## src/rtl/acc_pkg.sv

```systemverilog
package acc_pkg;
  localparam int OP_W = 3;

  typedef enum logic [OP_W-1:0] {
    OP_CALL  = 3'b000,
    OP_RET   = 3'b001,
    OP_ADD   = 3'b010,
    OP_BRN   = 3'b011,
    OP_LOAD  = 3'b100,
    OP_STORE = 3'b101,
    OP_STOP  = 3'b110,
    OP_RSVD  = 3'b111
  } op_e;

  typedef enum logic [2:0] {
    S_FETCH,
    S_DECODE,
    S_MEM,
    S_WB,
    S_HALT
  } phase_e;

  function automatic logic needs_mem(op_e op);
    return (op == OP_LOAD) || (op == OP_ADD) || (op == OP_STORE);
  endfunction
endpackage

```

## src/rtl/acc_ctrl.sv

```systemverilog
module acc_ctrl
  import acc_pkg::*;
(
  input  logic clk,
  input  logic rst_n,
  input  op_e  dec_op,    // opcode arriving from RAM during decode
  input  op_e  ir_op,     // opcode held in the instruction register
  output logic ir_en,
  output logic mem_phase,
  output logic wb_phase,
  output logic halted
);
  phase_e phase_q, phase_d;

  always_comb begin
    phase_d = phase_q;
    unique case (phase_q)
      S_FETCH:  phase_d = S_DECODE;
      S_DECODE: phase_d = needs_mem(dec_op) ? S_MEM : S_WB;
      S_MEM:    phase_d = S_WB;
      S_WB:     phase_d = (ir_op == OP_STOP) ? S_HALT : S_FETCH;
      S_HALT:   phase_d = S_HALT;
      default:  phase_d = S_FETCH;
    endcase
  end

  always_ff @(posedge clk) begin
    if (!rst_n) phase_q <= S_FETCH;
    else        phase_q <= phase_d;
  end

  assign ir_en     = (phase_q == S_DECODE);
  assign mem_phase = (phase_q == S_MEM);
  assign wb_phase  = (phase_q == S_WB);
  assign halted    = (phase_q == S_HALT);
endmodule

```

## src/rtl/acc_rstack.sv

```systemverilog
module acc_rstack #(
  parameter int DEPTH = 16,
  parameter int W     = 13
) (
  input  logic         clk,
  input  logic         rst_n,
  input  logic         push,
  input  logic         pop,
  input  logic [W-1:0] push_data,
  output logic [W-1:0] pop_data
);
  localparam int PTR_W = (DEPTH > 1) ? $clog2(DEPTH) : 1;

  // sp names the next free slot; it starts one below the base and grows down
  logic [PTR_W-1:0] sp_q;
  logic [PTR_W-1:0] sp_up;
  logic [W-1:0]     slot [DEPTH];

  assign sp_up = sp_q + 1'b1;

  always_ff @(posedge clk) begin
    if (!rst_n)    sp_q <= PTR_W'(DEPTH - 1);
    else if (push) sp_q <= sp_q - 1'b1;
    else if (pop)  sp_q <= sp_up;
  end

  for (genvar g = 0; g < DEPTH; g++) begin : g_slot
    always_ff @(posedge clk) begin
      if (push && sp_q == PTR_W'(g)) slot[g] <= push_data;
    end
  end

  assign pop_data = slot[sp_up];
endmodule

```

## src/rtl/acc_dpath.sv

```systemverilog
module acc_dpath
  import acc_pkg::*;
#(
  parameter int ADDR_W = 13,
  parameter int DATA_W = 16
) (
  input  logic              clk,
  input  logic              rst_n,
  input  logic              ir_en,
  input  logic              mem_phase,
  input  logic              wb_phase,
  input  logic [DATA_W-1:0] mem_rdata,
  input  logic [ADDR_W-1:0] pop_addr,
  output logic              push,
  output logic              pop,
  output logic [ADDR_W-1:0] push_addr,
  output op_e               ir_op,
  output logic [ADDR_W-1:0] mem_addr,
  output logic              mem_we,
  output logic [DATA_W-1:0] mem_wdata,
  output logic [ADDR_W-1:0] pc,
  output logic [DATA_W-1:0] acc,
  output logic              neg
);
  logic [DATA_W-1:0] ir_q;
  logic [ADDR_W-1:0] pc_q, pc_d, pc_inc, opnd;
  logic [DATA_W-1:0] acc_q, acc_d;
  logic              neg_q, neg_d;

  assign ir_op  = op_e'(ir_q[DATA_W-1 -: OP_W]);
  assign opnd   = ir_q[ADDR_W-1:0];
  assign pc_inc = pc_q + 1'b1;

  always_ff @(posedge clk) begin
    if (!rst_n)     ir_q <= '0;
    else if (ir_en) ir_q <= mem_rdata;
  end

  always_comb begin
    pc_d  = pc_q;
    acc_d = acc_q;
    neg_d = neg_q;
    push  = 1'b0;
    pop   = 1'b0;
    if (wb_phase) begin
      unique case (ir_op)
        OP_CALL: begin
          push = 1'b1;
          pc_d = opnd;
        end
        OP_RET: begin
          pop  = 1'b1;
          pc_d = pop_addr;
        end
        OP_ADD: begin
          acc_d = acc_q + mem_rdata;
          neg_d = acc_d[DATA_W-1];
          pc_d  = pc_inc;
        end
        OP_LOAD: begin
          acc_d = mem_rdata;
          neg_d = mem_rdata[DATA_W-1];
          pc_d  = pc_inc;
        end
        OP_BRN:  pc_d = neg_q ? opnd : pc_inc;
        OP_STOP: pc_d = pc_q;
        default: pc_d = pc_inc;
      endcase
    end
  end

  always_ff @(posedge clk) begin
    if (!rst_n) begin
      pc_q  <= '0;
      acc_q <= '0;
      neg_q <= 1'b0;
    end else begin
      pc_q  <= pc_d;
      acc_q <= acc_d;
      neg_q <= neg_d;
    end
  end

  assign push_addr = pc_inc;
  assign mem_addr  = mem_phase ? opnd : pc_q;
  assign mem_we    = mem_phase && (ir_op == OP_STORE);
  assign mem_wdata = acc_q;
  assign pc        = pc_q;
  assign acc       = acc_q;
  assign neg       = neg_q;
endmodule

```

## src/rtl/acc_core.sv

```systemverilog
module acc_core
  import acc_pkg::*;
#(
  parameter int ADDR_W    = 13,
  parameter int STK_DEPTH = 16
) (
  input  logic                    clk,
  input  logic                    rst_n,
  output logic [ADDR_W-1:0]       mem_addr,
  output logic                    mem_we,
  output logic [ADDR_W+OP_W-1:0]  mem_wdata,
  input  logic [ADDR_W+OP_W-1:0]  mem_rdata,
  output logic [ADDR_W-1:0]       pc_o,
  output logic [ADDR_W+OP_W-1:0]  acc_o,
  output logic                    neg_o,
  output logic                    halted_o
);
  localparam int DATA_W = ADDR_W + OP_W;

  logic              ir_en, mem_phase, wb_phase;
  logic              push, pop;
  logic [ADDR_W-1:0] push_addr, pop_addr;
  op_e               ir_op, dec_op;

  assign dec_op = op_e'(mem_rdata[DATA_W-1 -: OP_W]);

  acc_ctrl u_ctrl (
    .clk       (clk),
    .rst_n     (rst_n),
    .dec_op    (dec_op),
    .ir_op     (ir_op),
    .ir_en     (ir_en),
    .mem_phase (mem_phase),
    .wb_phase  (wb_phase),
    .halted    (halted_o)
  );

  acc_dpath #(.ADDR_W(ADDR_W), .DATA_W(DATA_W)) u_dpath (
    .clk       (clk),
    .rst_n     (rst_n),
    .ir_en     (ir_en),
    .mem_phase (mem_phase),
    .wb_phase  (wb_phase),
    .mem_rdata (mem_rdata),
    .pop_addr  (pop_addr),
    .push      (push),
    .pop       (pop),
    .push_addr (push_addr),
    .ir_op     (ir_op),
    .mem_addr  (mem_addr),
    .mem_we    (mem_we),
    .mem_wdata (mem_wdata),
    .pc        (pc_o),
    .acc       (acc_o),
    .neg       (neg_o)
  );

  acc_rstack #(.DEPTH(STK_DEPTH), .W(ADDR_W)) u_rstack (
    .clk       (clk),
    .rst_n     (rst_n),
    .push      (push),
    .pop       (pop),
    .push_data (push_addr),
    .pop_data  (pop_addr)
  );
endmodule

```

## config.mk

```make
export PLATFORM = sky130hd
export DESIGN_NAME = acc_core
export DESIGN_NICKNAME = d
export VERILOG_FILES = /design/src/rtl/acc_pkg.sv /design/src/rtl/acc_ctrl.sv /design/src/rtl/acc_rstack.sv /design/src/rtl/acc_dpath.sv /design/src/rtl/acc_core.sv
export SDC_FILE = /design/constraint.sdc
export NUM_CORES = 1
export LEC_CHECK = 0
export ABC_AREA = 1
export BUFFER_PORTS_ARGS = -buffer_cell sky130_fd_sc_hd__buf_2
export CORE_ASPECT_RATIO = 0.7
export CORE_MARGIN = 5
export CORE_UTILIZATION = 55
export CTS_BUF_LIST = sky130_fd_sc_hd__clkbuf_4 sky130_fd_sc_hd__clkbuf_8 sky130_fd_sc_hd__clkbuf_16
export CTS_CLUSTER_SIZE = 28
export DETAILED_ROUTE_END_ITERATION = 6
export PLACE_DENSITY_LB_ADDON = 0.25
export SETUP_SLACK_MARGIN = 0.02
export SKIP_CTS_REPAIR_TIMING = 1
export SLEW_MARGIN = 15
export SYNTH_ARGS = -nofsm -noshare
export SYNTH_HDL_FRONTEND = slang
export SYNTH_SLANG_ARGS = --single-unit
```

## constraint.sdc

```tcl
create_clock -name clk -period 3.2 [get_ports clk]
set_input_delay 0.96 -clock clk [delete_from_list [all_inputs] [get_ports clk]]
set_output_delay 0.96 -clock clk [all_outputs]
set_load 0.01 [all_outputs]
```

======== Word level (Yosys, flattened, before mapping) ========
Memories as Yosys holds them, arrays and structs flattened.
Index checks and enable logic that the tools add are counted.
storage, ports and cells
  register bits after elaboration ......... 53
  memory bits (writable) .................. 208
  output and inout port bits .............. 61
  logic and storage cells ................. 172
  memories ................................ 1
cells by class
  add/sub/neg operators ................... 4
  equal/unequal tests ..................... 28
  multiplexer cells ....................... 91
  bitwise logic cells ..................... 1
  reductions and logical operators ........ 41
memory list
  name           words  width  read ports  clocked after Yosys merged registers in  write ports  line              source
  u_rstack.slot  16     13     1           0                                        1            acc_rstack.sv:17  logic [W-1:0] slot [DEPTH];
operators by type and width
  operator                                           count
  two-way mux 13 bit                                 17
  OR reduction 13 bit                                15
  two-way mux 4 bit                                  17
  two-way mux 1 bit                                  52
  case mux 13 bit (4 select lines)                   1
  == test 4 bit (second input constant)              8
  case mux 16 bit (2 select lines)                   1
  == test 3 bit (second input constant)              6
  logical AND 1 bit                                  17
  adder 16 bit                                       1
  == test 4 x 3 -> 1 bit (second input constant)     4
  == test 3 x 2 -> 1 bit (second input constant)     5
  case mux 3 bit (5 select lines)                    1
  adder 13 x 1 -> 13 bit (second input constant)     1
  == test 4 x 2 -> 1 bit (second input constant)     2
  == test 3 x 1 -> 1 bit (second input constant)     2
  zero test 3 bit                                    2
  adder 4 x 1 -> 4 bit (second input constant)       1
  == test 4 x 1 -> 1 bit (second input constant)     1
  zero test 4 bit                                    1
  AND reduction 2 bit                                2
  nonzero test 2 bit                                 2
  subtractor 4 x 1 -> 4 bit (second input constant)  1
  two-way mux 3 bit                                  1
  3 further kinds                                    4

======== Depth between registers and ports, before layout ========
  depth after elaboration ................. 22
  mapped depth ............................ 16
  gate-level depth less buffers ........... 12

======== By module ========
From an unflattened synthesis, not the netlist that was laid out.
unflattened totals
  cell total of the unflattened synthesis .. 1457
  area, all modules ....................... 12862.3 µm²
by module, submodules not included
  module      times used  cells an instance  area an instance (µm²)
  acc_rstack  1           898                9303.9
  acc_dpath   1           533                3397.0
  acc_ctrl    1           26                 161.4

======== Worst setup path after synthesis ========
OpenSTA, ideal clock, no wires.
  kind .................................... input to register
  start point ............................. input port mem_rdata[0]
  end point ............................... register u_dpath.acc_q[14], in the netlist u_dpath.acc[14]
  arrival ................................. 2.194 ns
  data required time ...................... 3.066 ns
  setup slack ............................. 0.873 ns
  cell stages on the path ................. 12
  buffers on the path ..................... 0
  cells stage by stage .................... ha_1 fa_1 nand3_1 nand2_1 nand2_1 nand2_1 nand2_1 nand2_1 nand2_1 nand3_1 nand2_1 a21oi_1
on the way
  word-level cells in the longest chain between the ends .. 2
RTL lines
  item                              line             source
  from (decl)                       acc_core.sv:12   input logic [ADDR_W+OP_W-1:0] mem_rdata,
  adder 16 bit                      acc_dpath.sv:56  acc_d = acc_q + mem_rdata;
  case mux 16 bit (2 select lines)  acc_dpath.sv:46  unique case (ir_op)
  to (signal assigned)              acc_dpath.sv:75  acc_q <= '0;
  to (signal assigned)              acc_dpath.sv:79  acc_q <= acc_d;
  to (decl)                         acc_dpath.sv:27  logic [DATA_W-1:0] acc_q, acc_d;
Every way passes these cells.
A chain may end at the register's enable or synchronous reset.

======== Worst setup path after layout ========
  start point ............................. register u_ctrl.phase_q[0]
  end point ............................... output port mem_addr[1]
on the way
  word-level cells in the longest chain between the ends .. 2
RTL lines
  item                    line             source
  from (decl)             acc_ctrl.sv:13   phase_e phase_q, phase_d;
  from (signal assigned)  acc_ctrl.sv:29   else phase_q <= phase_d;
  == test 3 x 2 -> 1 bit  acc_ctrl.sv:33   assign mem_phase = (phase_q == S_MEM);
  two-way mux 13 bit      acc_dpath.sv:85  assign mem_addr = mem_phase ? opnd : pc_q;
  to (decl)               acc_core.sv:9    output logic [ADDR_W-1:0] mem_addr,
Every way passes these cells.

==> impl_metrics.tcl <==
set metrics [dict create \
    outcome "completed" \
    final_max_slew_viol_count 0 \
    synth_area_leaders "edfxtp_1, nand2_1, dfxtp_1" \
    htreeDepth 1 \
    synthFlopType "edfxtp_1" \
    hold_viol 0 \
    gp_congestion 0.902 \
    num_antenna_cells 0 \
    startpoint_type "flop" \
    drv_cap 0 \
    avgSynthCellArea_um2 9.19 \
    row_count 46 \
    slew_headroom 0.265 \
    setup_violations 0 \
    port_buffers 78 \
    synth_fp_nets 1396 \
    hp-class "reg -> reg" \
    pwr-share-comb 0.125 \
    area_delta_synth_final_pct 11.7 \
    critPathKind "reg -> out" \
    crit_path_end_kind "output port" \
    grt_pass1_wl_mm 49.9 \
    core_area_mm2 0.0224 \
    nets 1468 \
    ys_seq_elements 260 \
    achievable-frequency_mhz 380 \
    hpwl_mm 21.2 \
    async_reset_ff_frac 0 \
    clock_latency_ns 0.54 \
    clk_pin_slew_ns 0.07 \
    io_pins 79 \
    dr.pass1.iters 5 \
    post_route_cells_drive_above_1_share 0.128 \
    crit_path_max_fanout 28 \
    min_period_ns 2.63 \
    arrival_ns 1.67 \
    drtAntennaViolNets 0 \
    ys_seq_area_frac 0.585 \
    die_w_um 190 \
    pwr-share-clk 0.387 \
    fp.dieH_um 136 \
    crit_required_ns 2.24 \
    wirelength_mm 32.0 \
    synth_cell_types 38 \
    syn_area_mm2 0.0125 \
    overflow 0 \
    cts.sinks 260 \
    tns_ns 0 \
    place_inst 1688 \
    synthCells 1356 \
    power.share.sequential 0.488 \
    switching_power_mw 2.00 \
    avgRoutedWirePerCell_um 18.4 \
    cts_buffers 26 \
    initial_core_util 0.555 \
    ir_drop_mv 0.417 \
    cts_root_buf "clkbuf_16" \
    worstMarginPinSlew_ns 1.10 \
    num_vias 9733 \
    gr-usage-all-layers 0.244 \
    vias_per_cell 5.61 \
    grt_max_degree 79 \
    swShare 0.260 \
    clock-skew-final_ns 0.00957 \
    synth_edf_count 208 \
    die-area_mm2 0.0258 \
    min_period_over_period 0.822 \
    synth.yosys.warnings 0 \
    synth_area_leader_cell "edfxtp_1" \
    p_int_mw 5.68 \
    cts_tree "built" \
    r2r_slack_ns 0.67 \
    p_leak_nw 5.65 \
    cts.path.max_buffers 3 \
    p_per_area_mw_per_mm2 552 \
    rsz0062_at_grt "false" \
    drc 0 \
    drtIter0Drc 1166 \
    antenna_found_initial 0 \
    final_cells 1736 \
    synth_top_area_frac 0.501 \
    grt_pass1_vias 8928 \
]
[power by group through the flow]
stage / logic, mW / clock network [mW] / registers (mW)
after floorplan: 0.643 / 0 / 3.81
after global routing: 1.07 / 3.15 / 3.75
after detailed placement: 0.944 / 0 / 3.82
after CTS: 0.951 / 3.01 / 3.75
final: 0.959 / 2.98 / 3.75
after global placement: 0.931 / 0 / 3.82
[cells in the mapped netlist (15+ instances only)]
cell type / count
a21oi_1: 81
buf_2: 23
buf_4: 24
clkbuf_1: 21
dfxtp_1: 52
edfxtp_1: 208
ha_1: 21
inv_1: 138
nand2_1: 288
nand3_1: 113
nor2_1: 169
o211ai_1: 16
o21ai_0: 119
o21ai_1: 15
[cell usage in the layout, fill, tap and decap left out, types with 16 or more instances in the layout]
cell / Yosys / layout
nand3_1: 113 / 113
nor2_1: 169 / 169
o21ai_0: 119 / 119
o211ai_1: 16 / 16
dfxtp_1: 52 / 51
buf_2: 23 / 78
ha_1: 21 / 20
buf_4: 24 / 42
a21oi_1: 81 / 81
nand2_1: 288 / 288
inv_1: 138 / 138
edfxtp_1: 208 / 208
clkbuf_16: 0 / 26
[routing by layer]
layer | up-vias | global-route usage | share of wire
met4 | 0 | 0.0518 | 0.020
met3 | 49 | 0.0336 | 0.085
met1 | 4621 | 0.384 | 0.46
met5 | - | 0 | 0
li1 | 4666 | - | -
met2 | 397 | 0.363 | 0.44
[state kept, by name (all words and copies together), names as in the netlist]
name            cells
u_rstack.slot     208
u_dpath.acc        16
u_dpath.ir_q       16
u_dpath.pc         13
u_rstack.sp_q       4
u_ctrl.phase_q      3
[worst paths after layout]
path | from | endpoint | cells after the start
min | u_ctrl.phase_q[2] | u_ctrl.phase_q[0] | 1
max | u_ctrl.phase_q[0] | mem_addr[1] | 6
min reg2reg | u_ctrl.phase_q[2] | u_ctrl.phase_q[0] | 1
max reg2reg | u_rstack.sp_q[0] | u_rstack.slot[5][11] | 5
[final cells by class]
type,count,area (um^2)
fill,1922,8520
clock inverter,13,105
inverter,145,547
tap,288,360
multi-input combinational,874,4160
sequential,260,7290
timing repair buffer,121,726
clock buffer,35,731
[worst max-delay path, stage by stage, from the launching register on]
cell and delay (ns):
dfxtp_1 0.36, inv_1 0.07, nand3_1 0.08, buf_4 0.26, nand2_1 0.07, o21ai_0 0.11, buf_2 0.18
[per-stage QoR]
stage	hold WS, ns	power (mW)	utilization	setup WS, ns	area, um^2
after floorplan	0.401	4.46	-	0.873	12500
after global placement	0.414	4.75	0.583	0.499	13100
after detailed placement	0.425	4.76	0.583	0.473	13100
after CTS	0.433	7.70	0.620	0.563	13900
after global routing	0.441	7.97	0.620	0.448	13900
final	0.440	7.68	0.620	0.570	13900
[cells by family (layout without fill, tap and decap cells)]
logic type | Yosys count | count (layout) | share of synthesized area
adder cells (fa/ha/maj) | 22 | 22 | 0.0227
XOR/XNOR | 16 | 16 | 0.0131
flip-flops | 260 | 260 | 0.585
buffers and inverters | 222 | 314 | 0.0814
AND/OR/NAND/NOR | 599 | 599 | 0.198
AO/OA/AOI/OAI | 237 | 237 | 0.100
Power figures use the tool's default switching activity.
